File: src/rtl/hs_resp_pkg.sv
// Package: shared types for the handshake read responder.
// Assumes: nothing beyond IEEE 1800-2017.
package hs_resp_pkg;

    // Sequencer states of the responder, in transaction order.
    typedef enum logic [2:0] {
        ST_IDLE   = 3'd0,  // waiting for request
        ST_ACK_HI = 3'd1,  // acknowledge driven 1, waiting for request low
        ST_ACK_LO = 3'd2,  // acknowledge driven 0, read strobe issued
        ST_FETCH  = 3'd3,  // line released, read word being registered
        ST_DRIVE  = 3'd4,  // data and ready presented
        ST_DONE   = 3'd5   // ready dropped, waiting for requester ack low
    } resp_state_e;

endpackage

File: src/rtl/hs_sync.sv
// Module: hs_sync
// Multi-bit bank of flop-chain synchronizers. Each bit passes through STAGES
// flops and is reset to 0. Assumes the bits are independent level signals.
module hs_sync #(
    parameter int WIDTH  = 1,
    parameter int STAGES = 2
) (
    input  logic             clk,
    input  logic             rst_n,
    input  logic [WIDTH-1:0] d_i,
    output logic [WIDTH-1:0] q_o
);

    logic [STAGES-1:0][WIDTH-1:0] chain_q;

    genvar s;
    generate
        for (s = 0; s < STAGES; s++) begin : g_stage
            if (s == 0) begin : g_first
                // First stage: sample the asynchronous input.
                always_ff @(posedge clk) begin
                    if (!rst_n) chain_q[0] <= '0;
                    else        chain_q[0] <= d_i;
                end
            end else begin : g_next
                // Later stages: move the value one flop along.
                always_ff @(posedge clk) begin
                    if (!rst_n) chain_q[s] <= '0;
                    else        chain_q[s] <= chain_q[s-1];
                end
            end
        end
    endgenerate

    assign q_o = chain_q[STAGES-1];

endmodule

File: src/rtl/hs_resp_fsm.sv
// Module: hs_resp_fsm
// Sequencer for the responder. It takes the synchronized request and
// acknowledge inputs and produces the bus control outputs as decodes of a
// registered state. It also gives the datapath its capture and load strobes.
// Assumes: req_s and ack_s are already synchronous to clk.
module hs_resp_fsm
    import hs_resp_pkg::*;
(
    input  logic clk,
    input  logic rst_n,
    input  logic req_s,
    input  logic ack_s,
    output logic cap_addr_o,
    output logic rd_en_o,
    output logic load_data_o,
    output logic ack_o,
    output logic ack_oe_o,
    output logic rdy_o,
    output logic data_oe_o
);

    resp_state_e state_q, state_d;

    // Next-state choice for each phase of the transaction.
    always_comb begin
        state_d = state_q;
        unique case (state_q)
            ST_IDLE:   if (req_s)  state_d = ST_ACK_HI;
            ST_ACK_HI: if (!req_s) state_d = ST_ACK_LO;
            ST_ACK_LO: state_d = ST_FETCH;
            ST_FETCH:  state_d = ST_DRIVE;
            ST_DRIVE:  if (ack_s)  state_d = ST_DONE;
            ST_DONE:   if (!ack_s) state_d = ST_IDLE;
            default:   state_d = ST_IDLE;
        endcase
    end

    // State register.
    always_ff @(posedge clk) begin
        if (!rst_n) state_q <= ST_IDLE;
        else        state_q <= state_d;
    end

    // Strobes for the datapath, taken at the edge that leaves the state.
    always_comb begin
        cap_addr_o  = (state_q == ST_IDLE) && req_s;
        rd_en_o     = (state_q == ST_ACK_LO);
        load_data_o = (state_q == ST_FETCH);
    end

    // Bus controls, decoded from the registered state only.
    always_comb begin
        ack_o     = (state_q == ST_ACK_HI);
        ack_oe_o  = (state_q == ST_ACK_HI) || (state_q == ST_ACK_LO);
        rdy_o     = (state_q == ST_DRIVE);
        data_oe_o = (state_q == ST_DRIVE);
    end

endmodule

File: src/rtl/hs_resp_datapath.sv
// Module: hs_resp_datapath
// Address and data registers of the responder. It stores the bus address on
// the capture strobe and the read word on the load strobe. It drives zeros
// on the data output while the data enable is low.
// Assumes: the read port returns its word one cycle after the strobe.
module hs_resp_datapath #(
    parameter int ADDR_W = 8,
    parameter int DATA_W = 16
) (
    input  logic              clk,
    input  logic              rst_n,
    input  logic              cap_addr_i,
    input  logic              load_data_i,
    input  logic              data_oe_i,
    input  logic [ADDR_W-1:0] bus_addr_i,
    input  logic [DATA_W-1:0] rd_data_i,
    output logic [ADDR_W-1:0] rd_addr_o,
    output logic [DATA_W-1:0] bus_data_o
);

    logic [ADDR_W-1:0] addr_q;
    logic [DATA_W-1:0] data_q;

    // Address register, loaded when a request is taken.
    always_ff @(posedge clk) begin
        if (!rst_n)          addr_q <= '0;
        else if (cap_addr_i) addr_q <= bus_addr_i;
    end

    // Data register, loaded with the word returned by the read port.
    always_ff @(posedge clk) begin
        if (!rst_n)           data_q <= '0;
        else if (load_data_i) data_q <= rd_data_i;
    end

    // Output gating: zeros unless the data lines are enabled.
    always_comb begin
        rd_addr_o  = addr_q;
        bus_data_o = data_oe_i ? data_q : '0;
    end

endmodule

File: src/rtl/hs_read_responder.sv
// Module: hs_read_responder (top)
// Target side of a four-phase interlocked read transfer. It synchronizes
// request and acknowledge, sequences the handshake and fetches one word per
// transaction from a local read port.
// Assumes: the requester holds the address stable while request is high, and
// the local read port has a latency of one clock.
module hs_read_responder #(
    parameter int ADDR_W    = 8,
    parameter int DATA_W    = 16,
    parameter int SYNC_STGS = 2
) (
    input  logic              clk,
    input  logic              rst_n,
    input  logic              bus_req_i,
    input  logic              bus_ack_i,
    input  logic [ADDR_W-1:0] bus_addr_i,
    output logic              bus_ack_o,
    output logic              bus_ack_oe_o,
    output logic              bus_rdy_o,
    output logic [DATA_W-1:0] bus_data_o,
    output logic              bus_data_oe_o,
    output logic              mem_rd_en_o,
    output logic [ADDR_W-1:0] mem_rd_addr_o,
    input  logic [DATA_W-1:0] mem_rd_data_i
);

    localparam int N_ASYNC = 2;

    logic [N_ASYNC-1:0] async_in;
    logic [N_ASYNC-1:0] sync_out;
    logic               req_s;
    logic               ack_s;
    logic               cap_addr;
    logic               load_data;

    assign async_in = {bus_ack_i, bus_req_i};
    assign req_s    = sync_out[0];
    assign ack_s    = sync_out[1];

    hs_sync #(
        .WIDTH  (N_ASYNC),
        .STAGES (SYNC_STGS)
    ) sync_i (
        .clk   (clk),
        .rst_n (rst_n),
        .d_i   (async_in),
        .q_o   (sync_out)
    );

    hs_resp_fsm fsm_i (
        .clk         (clk),
        .rst_n       (rst_n),
        .req_s       (req_s),
        .ack_s       (ack_s),
        .cap_addr_o  (cap_addr),
        .rd_en_o     (mem_rd_en_o),
        .load_data_o (load_data),
        .ack_o       (bus_ack_o),
        .ack_oe_o    (bus_ack_oe_o),
        .rdy_o       (bus_rdy_o),
        .data_oe_o   (bus_data_oe_o)
    );

    hs_resp_datapath #(
        .ADDR_W (ADDR_W),
        .DATA_W (DATA_W)
    ) dp_i (
        .clk         (clk),
        .rst_n       (rst_n),
        .cap_addr_i  (cap_addr),
        .load_data_i (load_data),
        .data_oe_i   (bus_data_oe_o),
        .bus_addr_i  (bus_addr_i),
        .rd_data_i   (mem_rd_data_i),
        .rd_addr_o   (mem_rd_addr_o),
        .bus_data_o  (bus_data_o)
    );

endmodule

File: config.mk
export PLATFORM = sky130hd
export DESIGN_NAME = hs_read_responder
export DESIGN_NICKNAME = d
export VERILOG_FILES = /design/src/rtl/hs_resp_pkg.sv /design/src/rtl/hs_sync.sv /design/src/rtl/hs_resp_fsm.sv /design/src/rtl/hs_resp_datapath.sv /design/src/rtl/hs_read_responder.sv
export SDC_FILE = /design/constraint.sdc
export NUM_CORES = 1
export LEC_CHECK = 0
export BUFFER_PORTS_ARGS = -buffer_cell sky130_fd_sc_hd__buf_2
export CAP_MARGIN = 20
export CORE_MARGIN = 4
export CORE_UTILIZATION = 48
export CTS_CLUSTER_DIAMETER = 150
export DETAILED_ROUTE_END_ITERATION = 12
export PLACE_DENSITY = 0.84
export SETUP_SLACK_MARGIN = 0.02
export SLEW_MARGIN = 25
export SYNTH_ARGS = -nofsm -noshare
export SYNTH_HDL_FRONTEND = slang
export SYNTH_HIERARCHICAL = 1
export SYNTH_SLANG_ARGS = --single-unit
File: constraint.sdc
create_clock -name clk -period 2.5 [get_ports clk]
set_input_delay 0.125 -clock clk [delete_from_list [all_inputs] [get_ports clk]]
set_output_delay 0.125 -clock clk [all_outputs]
set_load 0.03 [all_outputs]
==> qor.csv, run 1 <==
metric,value,unit
status,finished clean,
drt total wl,2667,um
cells after synthesis,128,
final hold viol count,0,
Slew @ Worst Pin,0.8129,ns
H-tree depth,2,
post-synthesis cell area,0.001324,mm^2
CTS resizes,0,
main combinational cell family by area after synthesis,simple AND/OR/NAND/NOR gates,
CP required,2.38,ns
Hold WS,0.009138,ns
Crit Path Category,flip-flop to output pin,
Max Freq,0.4676,GHz
antenna violations before repair,0,
Post-layout nets,211,
Rows,18,
synth warn,6,
Adder-Cell Fraction of Synth Area,0,
wl on met1,1007,um
pin count of the biggest net entering global routing,32,
maximum capacitance violations,0,
PortBufs,56,
P per Cell Area,529.2,mW/mm^2
"Distinct cells, synth",21,
Die Width,60.52,um
total power,0.8680,mW
Hold Crit Class,primary input to flip-flop,
Initial Util,0.5202,
Crit Path Max Fanout,18,
fin crit period,2.138,ns
Crit path largest cell delay,0.63,ns
number of post-CTS setup repair buffers,0,
sequential area share after synthesis,0.4688,
CTS Hold Bufs,0,
Crit. End Element,output pin,
Synth Register Bits,31,
post-synthesis mux area share,0.1815,
total global routing overflow,0,
Slew HR,0.4561,
vias in the first global route,1034,
Vias,1031,
WL met3,177,um
Clock Pin Slew Worst Setup and Hold Paths,0.09,ns
CP Launch Type,flip-flop,
Simple-Gate Fraction of Synth Area,0.2533,
Vias/cell,4.818,
global-route wire length before repair,4160,um
setup TNS,0,ns
Leak,0.7378,nW
Syn Area/Cell,10.34,um^2
Total Routing Usage GR,0.1548,
CP arrival,2.01,ns
Core Region,0.002545,mm^2
Die H,60.52,um
most frequent cells in the layout,"56 x buf_2, 31 x dfxtp_1, 24 x mux2i_1, 24 x nor2b_1, 20 x and2_1",
worst IR drop on VDD,0.0004825,V
Top Layer Used,met4,
"Slowest-stage cell, CP",nor2_1,
TritonCTS clock tree,built,
Avg WL per Cell,12.46,um
antenna cells,0,
Residual DRC,0,
layout cells sized above 1,0.3696,
Top Ports,57,
RSZ-0062 raised after global routing,false,
Syn Nets,156,
clk_lat worst skew,0.32,ns
Post-DRT Antenna Nets,0,
First DRT Iteration DRCs,9,
Layout Skew,0.003165,ns
Compound-Gate Fraction of Synth Area,0.03214,
Synth Area in XOR/XNOR,0,
CTS Root Cell,clkbuf_4,
fin crit share,0.8553,
DP Wirelength,2059,um
maximum buffer depth of the clock tree,2,
"Area growth, synth to finish",23.91,%
met2 WL,1432,um
gp weighted congestion,0.7603,
CTS Sinks,31,
"Cell Chain, Critical Path",nand2b_1 -> nor2_1 -> and2_1 -> buf_2,
"most common cell after layout, fill and taps aside",buf_2,
Slew Limit Fails,0,
endpoints failing setup,0,
first-pass iteration count of the detailed router,4,
die area,0.003662,mm^2
CTS buffer count,5,
## critical path: cells and delay by family (launching register included)
kind	cells	cell delay (ns)
buffers and inverters	1	0.20
AND/OR/NAND/NOR	3	0.98
flip-flops	1	0.51
## metal layers
layer  global-route usage  vias up
li1                     -      525
met1               0.1533      467
met2               0.2901       31
met3              0.04894        8
met4              0.07430        0
met5                    0        -
## cell families after synthesis
kind of cell           count (synthesis)
buffers and inverters                 12
AOI/OAI and AO/OA                      7
muxes                                 24
DFF                                   31
and+or+nand+nor                       54
## report_power, final
group          leakage (nW)  internal (mW)  switching (mW)
clock network        0.0347          0.104           0.165
registers             0.251          0.504         0.00802
logic                 0.452         0.0415          0.0451
## metrics by stage
step	utilization	area (um^2)	std cells	setup slack, ns
2_1_floorplan	-	1324	128	0.6996
3_3_place_gp	0.6239	1588	206	0.7509
3_5_place_dp	0.6239	1588	206	0.6797
4_1_cts	0.6445	1640	214	0.3155
5_1_grt	0.6445	1640	214	0.1272
6_report	0.6445	1640	214	0.3616
## worst paths after layout
| path | slack [ns] | end | startpoint | depth (start not counted) |
|---|---|---|---|---|
| setup reg to reg | 1.12 | dp_i/data_q[9] | fsm_i/state_q[1] | 5 |
| setup / recovery | 0.36 | bus_data_o[13] | fsm_i/state_q[2] | 4 |
| hold reg to reg | 0.45 | sync_i/q_o[0] | sync_i/chain_q[0] | 1 |
| hold / removal | 0.009 | sync_i/chain_q[0] | bus_req_i | 2 |
## synthesized netlist by cell type
cell type  number  area share
o21ai_0         1      0.0038
o211a_1         1      0.0076
o21a_1          1      0.0057
and3b_1         1      0.0066
nor2_1          2      0.0057
o21ai_1         2      0.0076
a21oi_1         2      0.0076
dfxtp_1        31        0.47
buf_4           4       0.023
nand2_1         1      0.0028
mux2i_1        24        0.18
buf_12          1       0.015
clkbuf_1        3      0.0085
inv_1           2      0.0057
nor4_1          1      0.0047
nand2b_1        3       0.014
nor2b_1        24        0.11
nor3b_1         2       0.011
buf_2           1      0.0038
and2_1         20       0.095
buf_6           1      0.0085
## cell type report
class                      instances  area (um^2)
multi-input combinational         85        626.9
inverter                           2        7.507
clock inverter                     3        15.01
sequential                        31        620.6
fill                             212        904.6
clock buffer                       5        37.54
tap                               30        37.54
timing repair buffer              58        295.3
## registers in the layout, summed over array words and instances, names as in the netlist
register        count
fsm_i/state_q       3
dp_i/data_q        16
dp_i/rd_addr_o      8
sync_i/chain_q      2
sync_i/q_o          2
(Power assumes the default switching activity.)
==> run 2: changes to the inputs <==
--- a/config.mk
+++ b/config.mk
@@ -11,6 +11,7 @@
 export CORE_UTILIZATION = 48
 export CTS_CLUSTER_DIAMETER = 150
 export DETAILED_ROUTE_END_ITERATION = 12
+export HOLD_SLACK_MARGIN = 0.06
 export PLACE_DENSITY = 0.84
 export SETUP_SLACK_MARGIN = 0.02
 export SLEW_MARGIN = 25
==> qor.csv, run 2 (synthesized netlist as in run 1, its figures left out) <==
metric,value,unit,change
Crit Path Max Fanout,18,,unchanged
layout cells sized above 1,0.3434,,-0.02613
fin crit share,0.8561,,about the same
maximum buffer depth of the clock tree,2,,unchanged
antenna violations before repair,0,,unchanged
placed standard-cell area,0.001588,mm^2,unchanged
endpoints failing setup,0,,unchanged
TritonCTS clock tree,built,,
fill cell count,193,,-9.0%
worst IR drop on VDD,0.0004860,V,+0.74%
Avg WL per Cell,12.52,um,+0.48%
CTS resizes,0,,unchanged
CTS Sinks,31,,unchanged
reg2reg path depth,5,,unchanged
PortBufs,56,,unchanged
CTS Root Cell,clkbuf_4,,
WHS Endpoint,dp_i/data_q[0],,
status,finished clean,,
Leak,0.7963,nW,+7.9%
Clock Power Share,0.303,,-0.007
reg2reg end,dp_i/data_q[9],,
footprint of the multi-input gates,626.9,um^2,unchanged
pin count of the biggest net entering global routing,32,,unchanged
Layout Skew,0.002509,ns,-0.0006562 ns
Clock Pin Slew Worst Setup and Hold Paths,0.09,ns,about the same
P per Cell Area,496.5,mW/mm^2,-6.2%
Post-layout nets,225,,+6.6%
Vias,1099,,+6.6%
Slew HR,0.4539,,-0.002161
RSZ-0062 raised after global routing,false,,
max FFs per register,16,,unchanged
"most common cell after layout, fill and taps aside",buf_2,,
fin crit period,2.140,ns,+0.001761 ns
Reg power frac,0.580,,-0.010
Crit. End Element,output pin,,
r2r setup slk,1.12,ns,about the same
die area,0.003662,mm^2,unchanged
Max Freq,0.4673,GHz,about the same
Net Sw Frac,0.2482,,-0.002494
Initial Util,0.5202,,unchanged
CP Launch Type,flip-flop,,
first-pass iteration count of the detailed router,3,,-1
setup TNS,0,ns,unchanged
Slew Limit Fails,0,,unchanged
Sw Pwr,0.2194,mW,+0.83%
Die Width,60.52,um,unchanged
Slew @ Worst Pin,0.8161,ns,+0.003230 ns
maximum capacitance violations,0,,unchanged
Vias/cell,4.820,,about the same
final hold viol count,0,,unchanged
CTS buffer count,5,,unchanged
Final Instance Area,0.001780,mm^2,+8.5%
number of post-CTS setup repair buffers,0,,unchanged
Worst Hold Path Cells,3,,+1
most frequent cells in the layout,"56 x buf_2, 31 x dfxtp_1, 24 x mux2i_1, 24 x nor2b_1, 20 x and2_1",,
HP Start,mem_rd_data_i[0],,
vias in the first global route,1132,,+9.5%
power share of the combinational group,0.117,,+0.017
Hold Crit Class,primary input to flip-flop,,
"Area growth, synth to finish",34.50,%,
Reg area,620.6,um^2,unchanged
Post-DRT Antenna Nets,0,,unchanged
Hold WS,0.06878,ns,+0.05964 ns
Rows,18,,unchanged
DP Wirelength,2059,um,unchanged
global-route wire length before repair,4560,um,+9.6%
Die H,60.52,um,unchanged
drt total wl,2855,um,+7.0%
First DRT Iteration DRCs,8,,-1
Top reg by flops,dp_i/data_q,,
Internal,0.6645,mW,+2.2%
clk_lat worst skew,0.32,ns,about the same
Top Ports,57,,unchanged
gp weighted congestion,0.7603,,unchanged
Core Region,0.002545,mm^2,unchanged
RR Startpoint,fsm_i/state_q[1],,
antenna cells,0,,unchanged
Total Routing Usage GR,0.1680,,+0.01319
CP required,2.38,ns,about the same
total global routing overflow,0,,unchanged
H-tree depth,2,,unchanged
Residual DRC,0,,unchanged
CP arrival,2.02,ns,about the same
Crit Path Category,flip-flop to output pin,,
==> run 2: cell types whose count changed in the layout (fill, tap and decap cells not counted), sizes merged <==
cell	delta
dlygate4sd3	+14
==> run 2: worst max-delay path, cell delays in order (launching register included) <==
cell	delay, ns
dfxtp_1	0.51
nand2b_1	0.12
nor2_1	0.64
and2_1	0.23
buf_2	0.19
==> run 2: final cells by class <==
class                   count  area share
inverters                   2    0.004216
well taps                  30     0.02108
repair buffers             72      0.2446
flip-flops and latches     31      0.3486
multi-input cells          85      0.3521
clock buffers               5     0.02108
clock inverters             3    0.008433
==> run 2: metrics by stage <==
step	util	setup WS, ns	instances	power (mW)
3_5_place_dp	0.6239	0.6797	206	0.6117
4_1_cts	0.6996	0.3155	228	0.8953
2_1_floorplan	-	0.6996	128	0.5753
6_report	0.6996	0.3599	228	0.8840
3_3_place_gp	0.6239	0.7509	206	0.6069
5_1_grt	0.6996	0.1272	228	0.9351
==> run 2: how the worst max path moves through the flow <==
| stage | start | to | slack [ns] |
|---|---|---|---|
| after floorplan | fsm_i/state_q[2] | bus_data_o[10] | 0.70 |
| after global placement | fsm_i/state_q[2] | bus_data_o[13] | 0.75 |
| after detailed placement | fsm_i/state_q[2] | bus_data_o[13] | 0.68 |
| after CTS | fsm_i/state_q[2] | bus_data_o[13] | 0.32 |
| after global routing | fsm_i/state_q[2] | bus_data_o[10] | 0.13 |
| final | fsm_i/state_q[2] | bus_data_o[13] | 0.36 |
==> run 2: routing by layer <==
| layer | track usage | share of wire | vias up |
|---|---|---|---|
| li1 | - | - | 552 |
| met1 | 0.1586 | 0.37 | 508 |
| met2 | 0.3318 | 0.56 | 31 |
| met3 | 0.04681 | 0.060 | 8 |
| met4 | 0.07430 | 0.017 | 0 |
| met5 | 0 | 0 | - |
==> run 2: what timing repair did <==
item | in CTS | in global routing
endpoints found under the setup margin | 0 | 0
hold endpoints to repair | 14 | 0
hold buffers | 14 | 0
==> run 2: power groups by stage <==
| stage | logic (mW) | clock network, mW | registers, mW |
|---|---|---|---|
| 4_1_cts | 0.104 | 0.278 | 0.513 |
| 5_1_grt | 0.112 | 0.309 | 0.514 |
| 3_5_place_dp | 0.0879 | 0 | 0.524 |
| 2_1_floorplan | 0.0448 | 0 | 0.531 |
| 6_report | 0.104 | 0.268 | 0.512 |
| 3_3_place_gp | 0.0841 | 0 | 0.523 |
